==> config.mk <==
export PLATFORM = sky130hd
export DESIGN_NAME = dram_cmd_gate
export DESIGN_NICKNAME = d
export VERILOG_FILES = /design/src/rtl/dcg_pkg.sv /design/src/rtl/dcg_bank.sv /design/src/rtl/dcg_act_window.sv /design/src/rtl/dcg_refresh_timer.sv /design/src/rtl/dram_cmd_gate.sv
export SDC_FILE = /design/constraint.sdc
export NUM_CORES = 2
export LEC_CHECK = 0
export ABC_AREA = 0
export BUFFER_PORTS_ARGS = -buffer_cell sky130_fd_sc_hd__buf_4
export CORE_MARGIN = 2
export CORE_UTILIZATION = 40
export DETAILED_ROUTE_END_ITERATION = 6
export GPL_ROUTABILITY_DRIVEN = 0
export PLACE_DENSITY = 0.59
export SETUP_SLACK_MARGIN = 0.3
export SYNTH_ARGS = -nofsm -noshare
export SYNTH_HDL_FRONTEND = slang
export SYNTH_SLANG_ARGS = --single-unit
==> constraint.sdc <==
create_clock -name clk -period 12.5 [get_ports clk]
set_clock_uncertainty 0.05 [all_clocks]
set_input_delay 1.875 -clock clk [delete_from_list [all_inputs] [get_ports clk]]
set_output_delay 1.875 -clock clk [all_outputs]
set_load 0.05 [all_outputs]
==> src/rtl/dcg_pkg.sv <==
package dcg_pkg;

    typedef enum logic [2:0] {
        CMD_ACT = 3'd0,
        CMD_RD  = 3'd1,
        CMD_WR  = 3'd2,
        CMD_PRE = 3'd3,
        CMD_REF = 3'd4
    } cmd_kind_e;

    typedef enum logic [1:0] {
        ST_READY    = 2'd0,
        ST_HOLD     = 2'd1,
        ST_BLACKOUT = 2'd2
    } gate_state_e;

    typedef enum logic {
        BK_CLOSED = 1'b0,
        BK_OPEN   = 1'b1
    } bank_state_e;

endpackage

==> src/rtl/dcg_bank.sv <==
module dcg_bank
    import dcg_pkg::*;
#(
    parameter int TW = 8
) (
    input  logic          clk,
    input  logic          rst_n,
    input  logic          act_go,
    input  logic          rd_go,
    input  logic          wr_go,
    input  logic          pre_go,
    input  logic [TW-1:0] t_rcd,
    input  logic [TW-1:0] t_ras,
    input  logic [TW-1:0] t_rp,
    input  logic [TW-1:0] t_rtp,
    input  logic [TW-1:0] t_wr,
    input  logic [TW-1:0] t_cwl,
    input  logic [TW-1:0] t_bl,
    output logic          is_open,
    output logic          rw_ok,
    output logic          pre_ok,
    output logic          act_ok
);
    localparam int PW = TW + 2;

    bank_state_e   st, st_nx;
    logic [TW-1:0] rcd_cnt;
    logic [TW-1:0] rp_cnt;
    logic [PW-1:0] pre_cnt;

    logic [PW-1:0] wr_need;
    logic [PW-1:0] pre_dec;
    logic [PW-1:0] ras_ld, rtp_ld, wr_ld, pre_nx;

    assign wr_need = PW'(t_cwl) + PW'(t_bl) + PW'(t_wr);
    assign pre_dec = (pre_cnt == '0) ? '0 : pre_cnt - 1'b1;
    assign ras_ld  = (t_ras == '0) ? '0 : PW'(t_ras) - 1'b1;
    assign rtp_ld  = (t_rtp == '0) ? '0 : PW'(t_rtp) - 1'b1;
    assign wr_ld   = (wr_need == '0) ? '0 : wr_need - 1'b1;

    // Close window: the latest of all pending limits wins.
    always_comb begin
        pre_nx = pre_dec;
        if (act_go && ras_ld > pre_nx) pre_nx = ras_ld;
        if (rd_go  && rtp_ld > pre_nx) pre_nx = rtp_ld;
        if (wr_go  && wr_ld  > pre_nx) pre_nx = wr_ld;
    end

    always_ff @(posedge clk) begin
        if (!rst_n) begin
            rcd_cnt <= '0;
            rp_cnt  <= '0;
            pre_cnt <= '0;
        end else begin
            if (act_go)
                rcd_cnt <= (t_rcd == '0) ? '0 : t_rcd - 1'b1;
            else if (rcd_cnt != '0)
                rcd_cnt <= rcd_cnt - 1'b1;
            if (pre_go)
                rp_cnt <= (t_rp == '0) ? '0 : t_rp - 1'b1;
            else if (rp_cnt != '0)
                rp_cnt <= rp_cnt - 1'b1;
            pre_cnt <= pre_nx;
        end
    end

    // Bank state register
    always_ff @(posedge clk) begin
        if (!rst_n) st <= BK_CLOSED;
        else        st <= st_nx;
    end

    always_comb begin
        st_nx = st;
        unique case (st)
            BK_CLOSED: if (act_go) st_nx = BK_OPEN;
            BK_OPEN:   if (pre_go) st_nx = BK_CLOSED;
            default:   st_nx = BK_CLOSED;
        endcase
    end

    // Outputs
    always_comb begin
        is_open = (st == BK_OPEN);
        rw_ok   = (st == BK_OPEN)   && (rcd_cnt == '0);
        pre_ok  = (st == BK_OPEN)   && (pre_cnt == '0);
        act_ok  = (st == BK_CLOSED) && (rp_cnt == '0);
    end

    assert_col_after_open_R1: assert property (@(posedge clk) disable iff (!rst_n)
        (rd_go || wr_go) |-> (st == BK_OPEN && rcd_cnt == '0));

    assert_close_after_window_R2: assert property (@(posedge clk) disable iff (!rst_n)
        pre_go |-> (st == BK_OPEN && pre_cnt == '0));

    assert_open_after_rp_R3: assert property (@(posedge clk) disable iff (!rst_n)
        act_go |-> (st == BK_CLOSED && rp_cnt == '0));

    assert_write_holds_close_R7: assert property (@(posedge clk) disable iff (!rst_n)
        wr_go |=> ((pre_cnt + 1'b1) >= $past(wr_need)));

endmodule

==> src/rtl/dcg_act_window.sv <==
module dcg_act_window #(
    parameter int GW    = 2,
    parameter int TW    = 8,
    parameter int FAW_N = 4
) (
    input  logic                 clk,
    input  logic                 rst_n,
    input  logic                 act_go,
    input  logic [GW-1:0]        act_grp,
    input  logic [TW-1:0]        t_rrd_s,
    input  logic [TW-1:0]        t_rrd_l,
    input  logic [TW-1:0]        t_faw,
    output logic [(1<<GW)-1:0]   grp_ok,
    output logic                 spacing_ok
);
    localparam int NG = 1 << GW;

    logic [TW-1:0] rrds_cnt;
    logic [TW-1:0] grp_cnt [NG];
    logic [TW-1:0] age     [FAW_N];

    always_ff @(posedge clk) begin
        if (!rst_n)
            rrds_cnt <= '0;
        else if (act_go)
            rrds_cnt <= (t_rrd_s == '0) ? '0 : t_rrd_s - 1'b1;
        else if (rrds_cnt != '0)
            rrds_cnt <= rrds_cnt - 1'b1;
    end

    for (genvar g = 0; g < NG; g++) begin : g_grp
        always_ff @(posedge clk) begin
            if (!rst_n)
                grp_cnt[g] <= '0;
            else if (act_go && act_grp == GW'(g))
                grp_cnt[g] <= (t_rrd_l == '0) ? '0 : t_rrd_l - 1'b1;
            else if (grp_cnt[g] != '0)
                grp_cnt[g] <= grp_cnt[g] - 1'b1;
        end
        assign grp_ok[g] = (grp_cnt[g] == '0);
    end

    // Shift record of remaining window time for the last FAW_N opens.
    for (genvar i = 0; i < FAW_N; i++) begin : g_age
        always_ff @(posedge clk) begin
            if (!rst_n) begin
                age[i] <= '0;
            end else if (act_go) begin
                if (i == 0)
                    age[i] <= (t_faw == '0) ? '0 : t_faw - 1'b1;
                else
                    age[i] <= (age[i-1] == '0) ? '0 : age[i-1] - 1'b1;
            end else if (age[i] != '0) begin
                age[i] <= age[i] - 1'b1;
            end
        end
    end

    assign spacing_ok = (rrds_cnt == '0) && (age[FAW_N-1] == '0);

    assert_open_spacing_R4: assert property (@(posedge clk) disable iff (!rst_n)
        act_go |-> (rrds_cnt == '0 && grp_cnt[act_grp] == '0));

    assert_four_open_window_R5: assert property (@(posedge clk) disable iff (!rst_n)
        act_go |-> (age[FAW_N-1] == '0));

endmodule

==> src/rtl/dcg_refresh_timer.sv <==
module dcg_refresh_timer #(
    parameter int RW = 16
) (
    input  logic          clk,
    input  logic          rst_n,
    input  logic [RW-1:0] t_refi,
    input  logic          ref_go,
    output logic          refresh_req
);
    logic [RW-1:0] tmr;
    logic          pend;
    logic          wrap;

    assign wrap = ({1'b0, tmr} + 1'b1) >= {1'b0, t_refi};

    always_ff @(posedge clk) begin
        if (!rst_n) begin
            tmr  <= '0;
            pend <= 1'b0;
        end else begin
            tmr <= wrap ? '0 : tmr + 1'b1;
            if (wrap)        pend <= 1'b1;
            else if (ref_go) pend <= 1'b0;
        end
    end

    assign refresh_req = pend;

    assert_req_clears_R8: assert property (@(posedge clk) disable iff (!rst_n)
        (ref_go && !wrap) |=> !refresh_req);

    assert_req_rises_R8: assert property (@(posedge clk) disable iff (!rst_n)
        wrap |=> refresh_req);

endmodule

==> src/rtl/dram_cmd_gate.sv <==
module dram_cmd_gate
    import dcg_pkg::*;
#(
    parameter int BG_W = 2,
    parameter int BA_W = 2,
    parameter int TW   = 8,
    parameter int RW   = 16
) (
    input  logic            clk,
    input  logic            rst_n,
    input  logic            cmd_valid,
    input  logic [2:0]      cmd_kind,
    input  logic [BG_W-1:0] cmd_bg,
    input  logic [BA_W-1:0] cmd_bank,
    input  logic [TW-1:0]   t_rcd,
    input  logic [TW-1:0]   t_ras,
    input  logic [TW-1:0]   t_rp,
    input  logic [TW-1:0]   t_rrd_s,
    input  logic [TW-1:0]   t_rrd_l,
    input  logic [TW-1:0]   t_faw,
    input  logic [TW-1:0]   t_rtp,
    input  logic [TW-1:0]   t_wr,
    input  logic [TW-1:0]   t_cwl,
    input  logic [TW-1:0]   t_bl,
    input  logic [RW-1:0]   t_rfc,
    input  logic [RW-1:0]   t_refi,
    input  logic            cmd_rate2,
    output logic            grant,
    output logic            refresh_req
);
    localparam int IW = BG_W + BA_W;
    localparam int NB = 1 << IW;
    localparam int NG = 1 << BG_W;

    // Timing snapshot
    logic [TW-1:0] s_rcd, s_ras, s_rp, s_rrd_s, s_rrd_l, s_faw;
    logic [TW-1:0] s_rtp, s_wr, s_cwl, s_bl;
    logic [RW-1:0] s_rfc, s_refi;
    logic          s_rate2;

    gate_state_e   st, st_nx;
    logic [RW-1:0] rfc_cnt;
    logic          legal;
    logic          idle;
    logic [IW-1:0] idx;

    logic [NB-1:0] bk_open, bk_rw_ok, bk_pre_ok, bk_act_ok;
    logic [NG-1:0] win_grp_ok;
    logic          win_ok;
    logic          go_act, go_rd, go_wr, go_pre, go_ref;

    assign idx  = {cmd_bg, cmd_bank};
    assign idle = (st == ST_READY) && !(|bk_open);

    always_ff @(posedge clk) begin
        if (!rst_n || idle) begin
            s_rcd   <= t_rcd;
            s_ras   <= t_ras;
            s_rp    <= t_rp;
            s_rrd_s <= t_rrd_s;
            s_rrd_l <= t_rrd_l;
            s_faw   <= t_faw;
            s_rtp   <= t_rtp;
            s_wr    <= t_wr;
            s_cwl   <= t_cwl;
            s_bl    <= t_bl;
            s_rfc   <= t_rfc;
            s_refi  <= t_refi;
            s_rate2 <= cmd_rate2;
        end
    end

    // Output process: legality and grant
    always_comb begin
        legal = 1'b0;
        case (cmd_kind)
            CMD_ACT:        legal = bk_act_ok[idx] && win_ok && win_grp_ok[cmd_bg];
            CMD_RD, CMD_WR: legal = bk_rw_ok[idx];
            CMD_PRE:        legal = bk_pre_ok[idx];
            CMD_REF:        legal = &bk_act_ok;
            default:        legal = 1'b0;
        endcase
        grant  = cmd_valid && (st == ST_READY) && legal;
        go_act = grant && (cmd_kind == CMD_ACT);
        go_rd  = grant && (cmd_kind == CMD_RD);
        go_wr  = grant && (cmd_kind == CMD_WR);
        go_pre = grant && (cmd_kind == CMD_PRE);
        go_ref = grant && (cmd_kind == CMD_REF);
    end

    // Rank state register
    always_ff @(posedge clk) begin
        if (!rst_n) st <= ST_READY;
        else        st <= st_nx;
    end

    always_comb begin
        st_nx = st;
        unique case (st)
            ST_READY: begin
                if (go_ref && s_rfc > RW'(1)) st_nx = ST_BLACKOUT;
                else if (grant && s_rate2)    st_nx = ST_HOLD;
            end
            ST_HOLD:     st_nx = ST_READY;
            ST_BLACKOUT: if (rfc_cnt <= RW'(1)) st_nx = ST_READY;
            default:     st_nx = ST_READY;
        endcase
    end

    always_ff @(posedge clk) begin
        if (!rst_n)
            rfc_cnt <= '0;
        else if (go_ref)
            rfc_cnt <= (s_rfc == '0) ? '0 : s_rfc - 1'b1;
        else if (rfc_cnt != '0)
            rfc_cnt <= rfc_cnt - 1'b1;
    end

    for (genvar i = 0; i < NB; i++) begin : g_bank
        dcg_bank #(.TW(TW)) u_bank (
            .clk     (clk),
            .rst_n   (rst_n),
            .act_go  (go_act && idx == IW'(i)),
            .rd_go   (go_rd  && idx == IW'(i)),
            .wr_go   (go_wr  && idx == IW'(i)),
            .pre_go  (go_pre && idx == IW'(i)),
            .t_rcd   (s_rcd),
            .t_ras   (s_ras),
            .t_rp    (s_rp),
            .t_rtp   (s_rtp),
            .t_wr    (s_wr),
            .t_cwl   (s_cwl),
            .t_bl    (s_bl),
            .is_open (bk_open[i]),
            .rw_ok   (bk_rw_ok[i]),
            .pre_ok  (bk_pre_ok[i]),
            .act_ok  (bk_act_ok[i])
        );
    end

    dcg_act_window #(.GW(BG_W), .TW(TW), .FAW_N(4)) u_window (
        .clk        (clk),
        .rst_n      (rst_n),
        .act_go     (go_act),
        .act_grp    (cmd_bg),
        .t_rrd_s    (s_rrd_s),
        .t_rrd_l    (s_rrd_l),
        .t_faw      (s_faw),
        .grp_ok     (win_grp_ok),
        .spacing_ok (win_ok)
    );

    dcg_refresh_timer #(.RW(RW)) u_refresh (
        .clk         (clk),
        .rst_n       (rst_n),
        .t_refi      (s_refi),
        .ref_go      (go_ref),
        .refresh_req (refresh_req)
    );

    assert_ref_all_closed_R9: assert property (@(posedge clk) disable iff (!rst_n)
        go_ref |-> (!(|bk_open) && (&bk_act_ok)));

    assert_ref_blackout_R9: assert property (@(posedge clk) disable iff (!rst_n)
        (go_ref && s_rfc > RW'(1)) |=> !grant);

    assert_rate2_gap_R10: assert property (@(posedge clk) disable iff (!rst_n)
        (grant && s_rate2) |=> !grant);

    assert_bad_code_R11: assert property (@(posedge clk) disable iff (!rst_n)
        (cmd_kind > 3'd4) |-> !grant);

    assert_snapshot_frozen_R12: assert property (@(posedge clk) disable iff (!rst_n)
        (|bk_open) |=> ($stable(s_rcd) && $stable(s_rate2) && $stable(s_faw)));

endmodule

# Word-level counts from Yosys, hierarchy flattened
# Memories as Yosys holds them, arrays and structs flattened.
# Cells that the tools add are included.
# word_totals
register_bits	588
mem_bits_rw	64
input_bits	123
output_inout_bits	2
elab_cells	869
memories	2
# memory_table
name	depth	word_bits	rd	rd_clocked_by_memory_dff	write_ports	line_no	rtl
u_window.age	4	8	4	0	4	dcg_act_window.sv:20	logic [TW-1:0] age [FAW_N];
u_window.grp_cnt	4	8	4	0	4	dcg_act_window.sv:19	logic [TW-1:0] grp_cnt [NG];
# op_classes
add_sub_neg	71
n_lt_le_gt_ge	53
n_eq_ne	25
n_mux	271
bitwise	33
reduce_logical	332
# op_table
cell	count
8-bit 2-to-1 mux	90
10-bit 2-to-1 mux	67
10-bit > comparator	48
8-bit logical NOT	48
8-bit by 1-bit subtractor with 8-bit output (second input constant)	46
8-bit nonzero test	41
1-bit logical AND	177
10-bit logical NOT	17
10-bit by 1-bit subtractor with 10-bit output (second input constant)	17
1-bit 2-to-1 mux	86
2-bit nonzero test	35
16-bit 2-to-1 mux	3
4-bit equality test (second input constant)	8
1-bit one-hot mux with 2 select lines	16
16-bit by 1-bit subtractor with 16-bit output (second input constant)	2
8-bit by 1-bit subtractor with 9-bit output (second input constant)	2
16-bit by 1-bit adder with 17-bit output (second input constant)	1
17-bit by 16-bit greater-or-equal comparator with 1-bit output	1
1-bit inverter	17
16-bit by 1-bit adder with 16-bit output (second input constant)	1
4-bit by 3-bit equality test with 1-bit output (second input constant)	4
16-bit by 1-bit > comparator with 1-bit output (second input constant)	1
16-bit by 1-bit less-or-equal comparator with 1-bit output (second input constant)	1
16-bit logical NOT	1
29 further kinds	55

# Logic depth before layout (Yosys ltp)
# depth
depth_word	18
mapped_depth	47

# Cells and area by module
# Synthesis repeated with hierarchy kept, for this count alone.
# hier_totals
hier_cells	9326
area_unflattened_um2	74470.2
# modules_own_cells
module	instances	cells_per_inst	area_per_inst_um2	seq_area_each_um2
dcg_bank (g_bank[11].u_bank ...)	10	519	3921.3	540.5
dcg_bank (g_bank[0].u_bank ...)	4	497	3893.7	540.5
dram_cmd_gate	1	549	6178.4	3753.6
dcg_act_window	1	465	4725.8	2082.0
dcg_bank (g_bank[1].u_bank)	1	505	3793.6	540.5
dcg_bank (g_bank[9].u_bank)	1	489	3742.3	540.5
dcg_refresh_timer	1	140	1242.4	340.3

# Worst setup path after synthesis
# No wires, ideal clock.
# synth_timing
kind	register to register
start	register g_bank[14].u_bank.st
end	register s_bl[0] (enable)
setup_time_ps	752
arrival_ps	9010
required_ps	11698
path_slack_ps	2689
stages_incl_launch_ff	4
period_less_slack_ps	9811
cell_sequence	dfxtp_1 > nor4_1 > nand4_1 > o31ai_1
# synth_between
elab_chain_len	4
# synth_lines
item	line_no	rtl
start: declaration	dcg_bank.sv:26	bank_state_e st, st_nx;
start signal: assignment	dcg_bank.sv:70	else st <= st_nx;
16-bit OR reduction	dram_cmd_gate.sv:53	assign idle = (st == ST_READY) && !(|bk_open);
1-bit logical NOT	dram_cmd_gate.sv:53	
1-bit logical AND	dram_cmd_gate.sv:53	
1-bit logical OR	dram_cmd_gate.sv:56	if (!rst_n || idle) begin
end signal: assignment	dram_cmd_gate.sv:66	s_bl <= t_bl;
end: declaration	dram_cmd_gate.sv:37	logic [TW-1:0] s_rtp, s_wr, s_cwl, s_bl;
# No other way between the ends.
# A chain may end at the register's enable or synchronous reset.

# Final worst setup path
# layout_timing
start	register s_ras[0]
end	register g_bank[9].u_bank.pre_cnt[5]
# layout_between
elab_chain_len	11
word_cells_on_any_way	12
classes_between	1 x add/sub; 3 x order compare; 4 x mux; 4 x reduce/logical
# layout_lines
item	line_no	rtl
start: declaration	dram_cmd_gate.sv:36	logic [TW-1:0] s_rcd, s_ras, s_rp, s_rrd_s, s_rrd_l, s_faw;
start signal: assignment	dram_cmd_gate.sv:58	s_ras <= t_ras;
8-bit by 1-bit subtractor with 9-bit output / 8-bit logical NOT (equally long branches)	dcg_bank.sv:37	assign ras_ld = (t_ras == '0) ? '0 : PW'(t_ras) - 1'b1;
10-bit 2-to-1 mux (*)	dcg_bank.sv:37	
10-bit > comparator	dcg_bank.sv:44	if (act_go && ras_ld > pre_nx) pre_nx = ras_ld;
1-bit logical AND	dcg_bank.sv:44	
10-bit 2-to-1 mux (*)	dcg_bank.sv:44	
10-bit > comparator	dcg_bank.sv:45	if (rd_go && rtp_ld > pre_nx) pre_nx = rtp_ld;
1-bit logical AND	dcg_bank.sv:45	
10-bit 2-to-1 mux (*)	dcg_bank.sv:45	
10-bit > comparator	dcg_bank.sv:46	if (wr_go && wr_ld > pre_nx) pre_nx = wr_ld;
1-bit logical AND	dcg_bank.sv:46	
10-bit 2-to-1 mux (*)	dcg_bank.sv:46	
end signal: assignment	dcg_bank.sv:63	pre_cnt <= pre_nx;
end: declaration	dcg_bank.sv:29	logic [PW-1:0] pre_cnt;
# Every way passes the cells marked *; elsewhere a longest branch is shown, timed or not.

==> flow_summary_export.csv <==
group,metric,value,unit
grt,antenna_found_initial,12,
cells_and_area,fillers,12800,
worst_setup_path,path_common_cell,"o21a_1",
routing,wl_per_cell,22.02,µm
yosys,synthTopCellsByArea,"dfxtp_1, ha_1, edfxtp_1",
timing,hold_violations,0,
floorplan,dieArea,132300,µm²
clocking,postCtsSetupRepairBufs,0,
worst_setup_path,critPathMaxFanout,31,
floorplan,start_util,0.4044,
yosys,synth_cell_types,102,
clocking,clkSinkCount,652,
worst_setup_path,start_kind,"register",
routing,drc,0,
clocking,ctsResizeCount,0,
routing,wl_met2,78770,µm
place,place_inst,8223,
power_and_ir_drop,power.density,295.3,nW/µm²
worst_setup_path,crit_path_end_kind,"register",
worst_setup_path,critPathSlowestCell,"o31ai_4",
power_and_ir_drop,power.total,0.01711,W
timing,period_needed,10980,ps
grt,grt_usage,0.2704,
yosys,syn_area_per_cell,8.062,µm²
routing,routed_wl,184300,µm
cells_and_area,seqCellArea,14820,µm²
outcome,status,"finished clean",
yosys,synthMuxAreaShare,0.03800,
floorplan,io_pins,125,
yosys,synth-main-ff-cell,"dfxtp_1",
routing,met3_length,17190,µm
routing,topRoutingLayerUsed,"met5",
cells_and_area,final_cells,8368,
yosys,netlist_instances,6421,
place,portBuffers,124,
routing,drt_iter0_markers,4907,
yosys,synth_area,51760,µm²
timing,drv_slew,0,
clocking,cts_tree,"yes",
timing,rsz0062_at_grt,"false",
cells_and_area,drive_above_1_share,0.09677,
worst_setup_path,worstSetupPathType,"reg2reg",
clocking,clkTransAtPathRegs,60,ps
routing,drtPass1Iterations,6,
timing,post-route-period-util,0.8787,
timing,tightestPinTransition,1335,ps
floorplan,die_x,363.7,µm
routing,drtAntennaViolNets,0,
worst_setup_path,cp-endpoint,"g_bank[9].u_bank.pre_cnt[5]",
clocking,numCtsBuffers,78,
floorplan,fp.dieH,363.7,µm
worst_setup_path,reg2reg_from,"s_ras[0]",
place,dp_hpwl,129100,µm
yosys,async_flop_share,0,
yosys,synth_top_area_cell,"dfxtp_1",
yosys,synth_top_area_share,0.1837,
worst_setup_path,rrSetupSlack,1520,ps
clocking,clk_latency,700,ps
run,maxCapViolCount,0,
routing,vias_per_cell,5.919,
yosys,synth_top_family_by_area,"simple AND/OR/NAND/NOR gates",
routing,num_vias,49530,
routing,m1WireLength,77810,µm
timing,maxSlewHeadroom,0.1064,
power_and_ir_drop,p_leak,23.82,nW
grt,grt_max_degree,119,
floorplan,core,128000,µm²
timing,finalSetupTns,0,ps
worst_setup_path,worstRegToRegCells,37,
yosys,synthAdderAreaFrac,0.1486,
cells_and_area,stdcell_area,57930,µm²
worst_setup_path,crit_cells,37,
worst_setup_path,critical_path.top_delay_family,"simple AND/OR/NAND/NOR gates",
worst_setup_path,cp.required,13030,ps
worst_setup_path,critPathLaunch,"s_ras[0]",
worst_setup_path,slowest_delay,880,ps
floorplan,std_cell_rows,131,
timing,fmax,91.04,MHz
grt,grt_overflow_total,0,
clocking,clockRootBuffer,"clkbuf_16",
yosys,ys_seq_elements,652,
timing,finalSetupViolations,0,
cells_and_area,layout_common_cells,"nor2_1, nand2_1, ha_1, dfxtp_1, a21oi_1",
cells_and_area,layout_commonest_cell,"nor2_1",
clocking,postCtsHoldBufs,0,
yosys,seq_area_frac_synth,0.2864,
grt,first_global_vias,46290,
yosys,synth-simple-area-share,0.2610,
cells_and_area,syn_to_final_growth,11.92,%
power_and_ir_drop,ir_worst_vdd,117.8,µV
clocking,clk_path_buf_depth,3,
yosys,synth-compound-area-share,0.1676,
yosys,synthXorXnorAreaFrac,0.05888,
yosys,synth_edf_count,177,
worst_setup_path,regToRegEndpoint,"g_bank[9].u_bank.pre_cnt[5]",
cells_and_area,nets,7308,
worst_setup_path,crit_buf_inv,2,
yosys,yosys_warnings,0,
cells_and_area,multiInputGateArea,35330,µm²
worst_setup_path,cp.arrival,11510,ps
worst_hold_path,hold_path_class,"reg2reg",
timing,hold_slack,445.2,ps
place,placed_area,55320,µm²
clocking,htree_levels,3,
grt,grt_pass1_wl,276700,µm
-- registers in the layout, summed over array words and instances, names as in the netlist, 16 cells and up --
register and flops:
u_window.age 32, g_bank.u_bank.rcd_cnt 128, u_refresh.tmr 16, g_bank.u_bank.pre_cnt 160
rfc_cnt 16, s_rfc 16, g_bank.u_bank.rp_cnt 128, s_refi 16
u_window.grp_cnt 32, g_bank.u_bank.is_open 16
-- per-layer routing --
layer | global-route usage | vias to the layer above
met5 | 0 | -
met4 | 0.1434 | 6
met3 | 0.05143 | 498
met2 | 0.4174 | 2183
met1 | 0.3568 | 23320
li1 | - | 23520
-- worst min path at each step --
| stage | cells after the start | to | slack (ps) | from |
|---|---|---|---|---|
| 4_1_cts | 1 | u_refresh.tmr[0] | 450 | u_refresh.tmr[0] |
| 3_3_place_gp | 1 | u_refresh.tmr[0] | 420 | u_refresh.tmr[0] |
| 5_1_grt | 2 | u_refresh.refresh_req | 470 | u_refresh.refresh_req |
| 3_5_place_dp | 2 | u_refresh.refresh_req | 440 | u_refresh.refresh_req |
| 2_1_floorplan | 1 | u_refresh.tmr[0] | 390 | u_refresh.tmr[0] |
| 6_report | 2 | u_refresh.refresh_req | 450 | u_refresh.refresh_req |
-- per-stage QoR --
stage | utilization | setup slack, ps
CTS | 0.4525 | 1813
global placement | 0.4321 | 1912
detailed placement | 0.4321 | 1860
finish | 0.4526 | 1516
floorplan | - | 2689
global route | 0.4525 | 694.0
-- cell usage after synthesis (62+ instances only) --
cell and n:
a211oi_1 96, a21o_1 107, a21oi_1 430, clkbuf_1 199, dfxtp_1 475, edfxtp_1 177
ha_1 609, inv_1 295, mux2_2 101, mux2i_1 78, nand2_1 652, nand2b_1 105
nand3_1 179, nand4_1 113, nor2_1 710, nor2b_1 104, nor3_1 389, nor4_1 67
o211ai_1 67, o21a_1 62, o21ai_0 239, o22ai_1 82, or2_2 74, or3_1 87
xnor2_1 208, xor2_1 140
-- worst reg2reg max path, delay by kind of cell (launching register included) --
family,cells,cell delay (ps)
fa+ha+maj,4,1260
mux,1,440
compound gates,17,3640
flops,1,400
simple gates,13,4480
buf+inv,2,640
-- final cells by class --
| cell class | instances | area share |
|---|---|---|
| multi-input combinational | 5295 | 0.6098 |
| sequential | 652 | 0.2559 |
| clock buffer | 102 | 0.03792 |
| tap | 1729 | 0.03734 |
| timing repair buffer | 247 | 0.03222 |
| inverter | 300 | 0.01957 |
| clock inverter | 38 | 0.007062 |
| antenna | 5 | 0.0002160 |
-- where the power goes --
| part | internal, W | switching, W |
|---|---|---|
| Clock | 0.00139 | 0.000972 |
| Sequential | 0.00287 | 0.000595 |
| Combinational | 0.00475 | 0.00653 |
-- cells by family after synthesis --
group | Yosys count
DFF | 652
other | 1
muxes | 182
and+or+nand+nor | 2738
buffers and inverters | 537
adders and majority gates | 614
AOI/OAI and AO/OA | 1349
xor gates and xnor gates | 348
No activity file was read; power rests on OpenSTA's default activity.
